### src/rtl/can_slp_pkg.sv
package can_slp_pkg;
   typedef enum logic [1:0] {
      ST_RUN    = 2'd0,
      ST_ASLEEP = 2'd1,
      ST_PDWAIT = 2'd2,
      ST_RXWAKE = 2'd3
   } slp_st_e;
endpackage

### src/rtl/can_slp_status.sv
module can_slp_status #(
   parameter int NUM_IRQ = 5
) (
   input  logic               bus_busy,
   input  logic [NUM_IRQ-1:0] pend,
   output logic               permit
);
   generate
      if (NUM_IRQ < 1) begin : g_bad_irq
         $error("NUM_IRQ must be at least 1");
      end
   endgenerate

   assign permit = ~bus_busy & ~(|pend);
endmodule

### src/rtl/can_rx_wake_latch.sv
module can_rx_wake_latch #(
   parameter int SYNC_STAGES = 2
) (
   input  logic clk,
   input  logic rst_n,
   input  logic arm,
   input  logic clr_ok,
   input  logic rx_pin,
   output logic rx_edge,
   output logic latch_busy
);
   generate
      if (SYNC_STAGES < 2) begin : g_bad_sync
         $error("SYNC_STAGES must be at least 2");
      end
   endgenerate

   logic                   rx_ref;
   logic                   flag;
   logic [SYNC_STAGES-1:0] chain;

   // reference level follows the pin until armed, then holds
   always_ff @(posedge clk or negedge rst_n) begin
      if (!rst_n)    rx_ref <= 1'b1;
      else if (!arm) rx_ref <= rx_pin;
   end

   // clockless detection: any departure from the held level
   assign rx_edge = arm & (rx_pin != rx_ref);

   always_ff @(posedge clk or negedge rst_n) begin
      if (!rst_n)                              flag <= 1'b0;
      else if (rx_edge)                        flag <= 1'b1;
      else if (chain[SYNC_STAGES-1] && clr_ok) flag <= 1'b0;
   end

   genvar gi;
   generate
      for (gi = 0; gi < SYNC_STAGES; gi++) begin : g_sync
         if (gi == 0) begin : g_first
            always_ff @(posedge clk or negedge rst_n) begin
               if (!rst_n) chain[gi] <= 1'b0;
               else        chain[gi] <= flag;
            end
         end else begin : g_next
            always_ff @(posedge clk or negedge rst_n) begin
               if (!rst_n) chain[gi] <= 1'b0;
               else        chain[gi] <= chain[gi-1];
            end
         end
      end
   endgenerate

   assign latch_busy = flag | (|chain);


   flag_clr_chk: assert property (@(posedge clk) disable iff (!rst_n)
      (chain[SYNC_STAGES-1] && clr_ok && !rx_edge) |=> !flag);
endmodule

### src/rtl/can_pd_wake_timer.sv
module can_pd_wake_timer #(
   parameter int PD_DELAY = 9892
) (
   input  logic clk,
   input  logic rst_n,
   input  logic run,
   output logic done
);
   generate
      if (PD_DELAY < 2) begin : g_bad_dly
         $error("PD_DELAY must be at least 2");
      end
   endgenerate

   localparam int CNT_W = $clog2(PD_DELAY + 1);
   localparam logic [CNT_W-1:0] LAST = CNT_W'(PD_DELAY - 1);

   logic [CNT_W-1:0] cnt;

   always_ff @(posedge clk or negedge rst_n) begin
      if (!rst_n)           cnt <= '0;
      else if (!run)        cnt <= '0;
      else if (cnt != LAST) cnt <= cnt + 1'b1;
   end

   assign done = run && (cnt == LAST);


   cnt_restart_chk: assert property (@(posedge clk) disable iff (!rst_n)
      !run |=> (cnt == '0));


   cnt_sat_chk: assert property (@(posedge clk) disable iff (!rst_n)
      cnt <= LAST);
endmodule

### src/rtl/can_sleep_mgr.sv
module can_sleep_mgr
   import can_slp_pkg::*;
#(
   parameter int NUM_IRQ     = 5,
   parameter int PD_DELAY    = 9892,
   parameter int SYNC_STAGES = 2
) (
   input  logic               clk,
   input  logic               rst_n,
   input  logic               cpu_idle_req,
   input  logic               cpu_pd_req,
   input  logic               sleep_en,
   input  logic               can_busy,
   input  logic [NUM_IRQ-1:0] irq_pend,
   input  logic               can_rx,
   input  logic               msg_done,
   output logic               can_clk_en,
   output logic               sleep_ok,
   output logic               can_idle_n,
   output logic               cpu_wake
);
   slp_st_e st, st_nxt;
   logic    rx_edge, latch_busy, pd_done;
   logic    want_sleep, wake_src;

   can_slp_status #(.NUM_IRQ(NUM_IRQ)) u_status (
      .bus_busy (can_busy),
      .pend     (irq_pend),
      .permit   (sleep_ok)
   );

   can_rx_wake_latch #(.SYNC_STAGES(SYNC_STAGES)) u_latch (
      .clk        (clk),
      .rst_n      (rst_n),
      .arm        (st == ST_ASLEEP),
      .clr_ok     ((st == ST_RUN) || (st == ST_RXWAKE)),
      .rx_pin     (can_rx),
      .rx_edge    (rx_edge),
      .latch_busy (latch_busy)
   );

   can_pd_wake_timer #(.PD_DELAY(PD_DELAY)) u_timer (
      .clk   (clk),
      .rst_n (rst_n),
      .run   (st == ST_PDWAIT),
      .done  (pd_done)
   );

   assign want_sleep = cpu_idle_req | cpu_pd_req;
   assign wake_src   = msg_done | (|irq_pend);

   always_comb begin
      st_nxt = st;
      unique case (st)
         ST_RUN:
            if (want_sleep && sleep_en && sleep_ok && !latch_busy)
               st_nxt = ST_ASLEEP;
         ST_ASLEEP:
            if (rx_edge)                       st_nxt = cpu_pd_req ? ST_PDWAIT : ST_RXWAKE;
            else if (!sleep_ok || !want_sleep) st_nxt = ST_RUN;
         ST_PDWAIT:
            if (!sleep_ok || !want_sleep)      st_nxt = ST_RUN;
            else if (pd_done)                  st_nxt = ST_RXWAKE;
         ST_RXWAKE:
            if (wake_src || !want_sleep)       st_nxt = ST_RUN;
         default:                              st_nxt = ST_RUN;
      endcase
   end

   always_ff @(posedge clk or negedge rst_n) begin
      if (!rst_n) begin
         st       <= ST_RUN;
         cpu_wake <= 1'b0;
      end else begin
         st       <= st_nxt;
         cpu_wake <= (st == ST_RXWAKE) && wake_src;
      end
   end

   assign can_clk_en = (st == ST_RUN) || (st == ST_RXWAKE) ||
                       ((st == ST_ASLEEP) && rx_edge && !cpu_pd_req);

   assign can_idle_n = !((((st == ST_ASLEEP) && !rx_edge) || (st == ST_PDWAIT)) && sleep_ok);


   idle_gate_chk: assert property (@(posedge clk) disable iff (!rst_n)
      !can_idle_n |-> sleep_ok);


   drop_wake_chk: assert property (@(posedge clk) disable iff (!rst_n)
      ((st == ST_ASLEEP) && !sleep_ok) |=> can_clk_en);


   rx_no_irq_chk: assert property (@(posedge clk) disable iff (!rst_n)
      (st == ST_ASLEEP) |=> !cpu_wake);


   pd_hold_chk: assert property (@(posedge clk) disable iff (!rst_n)
      (st == ST_PDWAIT) |-> !can_clk_en);


   no_enable_chk: assert property (@(posedge clk) disable iff (!rst_n)
      (!sleep_en && (st == ST_RUN)) |=> can_clk_en);


   wake_pulse_chk: assert property (@(posedge clk) disable iff (!rst_n)
      cpu_wake |=> !cpu_wake);
endmodule

### config.mk
export PLATFORM = sky130hd
export DESIGN_NAME = can_sleep_mgr
export DESIGN_NICKNAME = d
export VERILOG_FILES = /design/src/rtl/can_slp_pkg.sv /design/src/rtl/can_slp_status.sv /design/src/rtl/can_rx_wake_latch.sv /design/src/rtl/can_pd_wake_timer.sv /design/src/rtl/can_sleep_mgr.sv
export SDC_FILE = /design/constraint.sdc
export NUM_CORES = 1
export LEC_CHECK = 0
export ABC_AREA = 1
export BUFFER_PORTS_ARGS = -buffer_cell sky130_fd_sc_hd__buf_2
export CAP_MARGIN = 20
export CORE_ASPECT_RATIO = 1.25
export CORE_UTILIZATION = 43
export DETAILED_ROUTE_END_ITERATION = 10
export GPL_ROUTABILITY_DRIVEN = 0
export PLACE_DENSITY = 0.74
export SKIP_LAST_GASP = 1
export SYNTH_ARGS = -nofsm -noshare
export SYNTH_HDL_FRONTEND = slang
export SYNTH_SLANG_ARGS = --single-unit
### constraint.sdc
create_clock -name clk -period 1.2 [get_ports clk]
set_input_delay 0.18 -clock clk [delete_from_list [all_inputs] [get_ports clk]]
set_output_delay 0.18 -clock clk [all_outputs]
set_load 0.02 [all_outputs]
# Word level (Yosys, flattened, before mapping)
# Index checks and enable logic that the tools add are counted.
# totals
reg_bits	21
in_bits	13
output_inout_bits	4
elab_cells	64
# classes
n_addsub	1
eq_ne	11
muxes	12
n_bitwise	7
reduce_logical	26
# ops
operator	n
14-bit two-way mux	2
14-bit by 1-bit adder with 14-bit output (second input constant)	1
14-bit == test (second input constant)	1
14-bit inequality test (second input constant)	1
2-bit two-way mux	6
1-bit logical AND	10
2-bit case mux with 4 select lines	1
1-bit zero test	6
3-bit inequality test (second input constant)	2
1-bit logical OR	5
5-bit OR reduction	1
2-bit == test (second input constant)	2
2-bit by 1-bit inequality test with 1-bit output (second input constant)	2
4-bit AND reduction	1
1-bit two-way mux	3
1-bit OR	3
1-bit bitwise AND	2
2-bit by 1-bit == test with 1-bit output (second input constant)	1
2-bit zero test	1
2-bit inequality test (second input constant)	1
1-bit inverter	2
2-bit nonzero test	1
2-bit OR reduction	1
1-bit inequality test	1

# Depth between registers and ports, before layout
# depth
word_depth	8
depth_mapped	10
mapped_depth_nobuf	10

# Hierarchy
# A second synthesis with hierarchy kept.
# unflattened
cells_unflattened	220
hier_area_um2	1458.9
# modules_own_cells
module	n_inst	cells_each	area_per_inst_um2	seq_area_each_um2
can_pd_wake_timer	1	141	910.9	350.3
can_sleep_mgr	1	56	365.4	75.1
can_rx_wake_latch	1	18	161.4	101.3
can_slp_status	1	5	21.3	0.0

# Worst setup path after synthesis
# No wires, ideal clock.
# synth_timing
path_kind	register -> output
from	register st[0]
to	output can_idle_n
arrival_time_ns	1.424
required_time_ns	1.020
path_slack_ns	-0.404
stages_incl_launch_ff	6
path_buffers	2
cell_sequence	dfrtp_1 > inv_1 > ha_1 > buf_4 > buf_2 > o21ai_0
# synth_via
elab_chain_len	7
elab_cells_between_ends	8
cone_classes	2 x eq/ne; 1 x bitwise; 5 x reduce/logical
# synth_lines
item	line_no	rtl
start, declared	can_sleep_mgr.sv:22	slp_st_e st, st_nxt;
start signal, assigned	can_sleep_mgr.sv:75	st <= st_nxt;
2-bit by 1-bit == test with 1-bit output	can_sleep_mgr.sv:35, can_sleep_mgr.sv:83	
1-bit bitwise AND	can_rx_wake_latch.sv:29	assign rx_edge = arm & (rx_pin != rx_ref);
1-bit zero test	can_sleep_mgr.sv:83	assign can_idle_n = !((((st == ST_ASLEEP) && !rx_edge) || (st == ST_PDWAIT)) && sleep_ok);
1-bit logical AND	can_sleep_mgr.sv:83	
1-bit logical OR (*)	can_sleep_mgr.sv:83	
1-bit logical AND (*)	can_sleep_mgr.sv:83	
1-bit zero test (*)	can_sleep_mgr.sv:83	
end, declared	can_sleep_mgr.sv:19	output logic can_idle_n,
# Mark *: on every way between the ends. The rest lies on a longest branch, timed or not.

# Final worst setup path
# layout_timing
from	register u_latch.rx_ref
to	output can_clk_en
# layout_via
elab_chain_len	5
# layout_lines
item	line_no	rtl
start, declared	can_rx_wake_latch.sv:18	logic rx_ref;
start signal, assigned	can_rx_wake_latch.sv:25	else if (!arm) rx_ref <= rx_pin;
1-bit inequality test	can_rx_wake_latch.sv:29	
1-bit bitwise AND	can_rx_wake_latch.sv:29	
1-bit logical AND (2 in series)	can_sleep_mgr.sv:81	((st == ST_ASLEEP) && rx_edge && !cpu_pd_req);
1-bit logical OR	can_sleep_mgr.sv:80	assign can_clk_en = (st == ST_RUN) || (st == ST_RXWAKE) ||
end, declared	can_sleep_mgr.sv:17	output logic can_clk_en,
# No other way between the ends.

==> results.json <==
{
  "start_util": 0.466,
  "boundaryPins": 17,
  "hpwl_mm": 2.26,
  "postSynth.topFlopCell": "dfrtp_1",
  "layout-drive-gt1-share": 0.456,
  "fin_total_pwr_mw": 2.59,
  "clk_path_buf_depth": 2,
  "synthCells": 179,
  "port_buffers": 16,
  "rsz0062_at_grt": "true",
  "synth_top_cell_by_area": "dfrtp_1",
  "yosysSeqAreaShare": 0.410,
  "netlist_area_sq_um": 1280,
  "min_period_over_period": 1.36,
  "rr_startpoint": "u_timer.cnt[1]$_DFFE_PN0P_",
  "clk_pin_slew_ns": 0.12,
  "first_global_vias": 1377,
  "hold_viol": 0,
  "finalSetupTns_ns": -2.24,
  "setup.worst_path.end_class": "output pin",
  "yosysWarnings": 0,
  "min_from": "msg_done",
  "synth.most_common_cell": "nand2_1",
  "clock-sinks": 21,
  "ys_ff_latch": 21,
  "critical_path.top_delay_family": "flip-flops",
  "path_cells": "nand2_2 > nand2_1 > nand2_1 > or2_4 > nand2_2 > buf_6",
  "grt_pass1_wl_mm": 5.75,
  "power_density_nw_per_um2": 1290,
  "row_count": 21,
  "die_h_microns": 63.1,
  "coreArea_sq_um": 2760,
  "dr.pass1.iters": 4,
  "cts_inserted_buffers": 3,
  "hold_class": "in -> reg",
  "clock-skew-final_ns": 0.00902,
  "worstSetupStartpoint": "u_latch.rx_ref$_DFFE_PN1N_",
  "die-area_sq_um": 3210,
  "fin_ws_ns": -0.438,
  "drv_slew": 0,
  "overflow": 0,
  "wl_per_cell_microns": 12.7,
  "fmax_mhz": 611,
  "synth_edf_count": 0,
  "cts-root-buf": "clkbuf_4",
  "routed_wl_mm": 3.47,
  "drc": 0,
  "cts_tree": "yes",
  "crit_buf_inv": 1,
  "track_usage": 0.235,
  "cp_max_fo": 3,
  "finalSetupViolations": 17,
  "grt_start_max_net_pins": 22,
  "num-fill-cells": 198,
  "layout.nets": 258,
  "drt.antenna.violating_nets": 0,
  "status": "finished, violations left",
  "cts_max_level": 1,
  "worstMarginPinSlew_ns": 0.477,
  "place_area_sq_um": 1660,
  "clk_latency_ns": 0.31,
  "period_needed_ns": 1.64,
  "yosysTopAreaCellShare": 0.389,
  "post-route-util": 0.725,
  "ir_drop_uv": 1320,
  "die_w_microns": 50.9,
  "worstSetupPathType": "reg -> out",
  "synthArstFlopShare": 1.00,
  "slew_headroom": 0.682,
  "antenna_found_initial": 0,
  "cp.arrival_ns": 1.46,
  "synth_cell_types": 24,
  "diodes": 0,
  "synth_area_per_cell_sq_um": 7.18,
  "dr_total_vias": 1396,
  "slowest_stage": "dfstp_2",
  "worstSetupStartpointType": "register",
  "cp.required_ns": 1.02,
  "violations": "setup timing",
  "final_area_sq_um": 2000,
  "area_growth_pct": 55.7,
  "synth_area_leaders": "dfrtp_1, nand2_1, inv_1, nand3_1, nor2_1",
  "first_iter_violations": 39,
  "drv_cap": 0,
  "synthTopCellsByCount": "nand2_1, inv_1, nor2_1",
  "dp_slack_ns": -0.191,
  "p_leak_nw": 0.981,
  "syn-num-nets": 197,
  "slowest_delay_ns": 0.57,
  "vias_per_cell": 5.11
}
cell usage in the layout, fill, tap and decap left out, drive strengths merged:
master,n
nand3,21
a21oi,7
nor3b,1
clkbuf,3
dfrtp,20
a22oi,1
dfstp,1
dlygate4sd3,1
clkinv,1
nand4,7
ha,5
buf,57
nor2,26
or2,1
nor3,4
inv,31
nand2,39
o21ai,12
a31oi,1
repair_timing:
action                                 CTS  global route
setup buffers                           12             4
hold buffers                             1             0
gates resized for setup                 38            20
setup endpoints to repair               19            19
pin swaps                               12             8
endpoints found under the hold margin   20             0
per-stage QoR:
step | instances | hold slack (ns)
6_report | 273 | 0.108
5_1_grt | 273 | 0.111
4_1_cts | 271 | 0.0963
3_5_place_dp | 254 | 0.166
3_3_place_gp | 254 | 0.162
2_1_floorplan | 179 | -0.116
worst reg2reg max path, delay by kind of cell, from the launching register on:
kind	cells	cell delay, ns
adder cells (fa/ha/maj)	1	0.21
AO/OA/AOI/OAI	2	0.19
AND/OR/NAND/NOR	5	0.48
flip-flops	1	0.43
layer usage:
layer / global-route usage / vias up / share of wire
li1: - / 696 / -
met1: 0.265 / 658 / 0.41
met2: 0.423 / 30 / 0.54
met3: 0.0338 / 12 / 0.025
met4: 0.108 / 0 / 0.025
met5: 0 / - / 0
path summary, 6_finish.rpt:
path,to,slack (ns),depth (start not counted)
setup / recovery,can_clk_en,-0.44,6
hold / removal,cpu_wake$_DFF_PN0_,0.11,3
setup reg to reg,u_timer.cnt[10]$_DFFE_PN0P_,-0.20,8
hold reg to reg,u_latch.chain[1]$_DFF_PN0_,0.40,0
max in group asynchronous,u_timer.cnt[2]$_DFFE_PN0P_,0.50,2
min in group asynchronous,u_timer.cnt[12]$_DFFE_PN0P_,0.33,2
sequential cells by signal (all words and copies together) (netlist names):
name and count:
u_latch.flag 1, u_latch.rx_ref 1, cpu_wake 1, u_timer.cnt 14
u_latch.chain 2, st 2
cell type report:
type,instances,area (sq um),area share
clock buffer,3,22.5,0.0113
clock inverter,1,5.00,0.00250
inverter,31,119,0.0594
multi-input combinational,125,826,0.413
sequential,21,528,0.264
tap,34,42.5,0.0213
timing repair buffer,58,458,0.229
kinds of logic (layout without fill, tap and decap cells):
| kind of cell | after synthesis | count (layout) | synth area share |
|---|---|---|---|
| buffers and inverters | 33 | 93 | 0.100 |
| adder cells (fa/ha/maj) | 5 | 5 | 0.0487 |
| AND/OR/NAND/NOR | 99 | 99 | 0.353 |
| AO/OA/AOI/OAI | 21 | 21 | 0.0876 |
| flip-flops | 21 | 21 | 0.410 |
where the power goes:
part / total [mW] / leakage (nW) / switching, mW / internal [mW]
sequential: 0.930 / 0.279 / 0.0905 / 0.840
clock: 0.362 / 0.0177 / 0.238 / 0.124
combinational: 1.29 / 0.684 / 0.635 / 0.659
total: 2.59 / 0.981 / 0.963 / 1.62
Note: power is estimated with default switching activity, not from simulation.
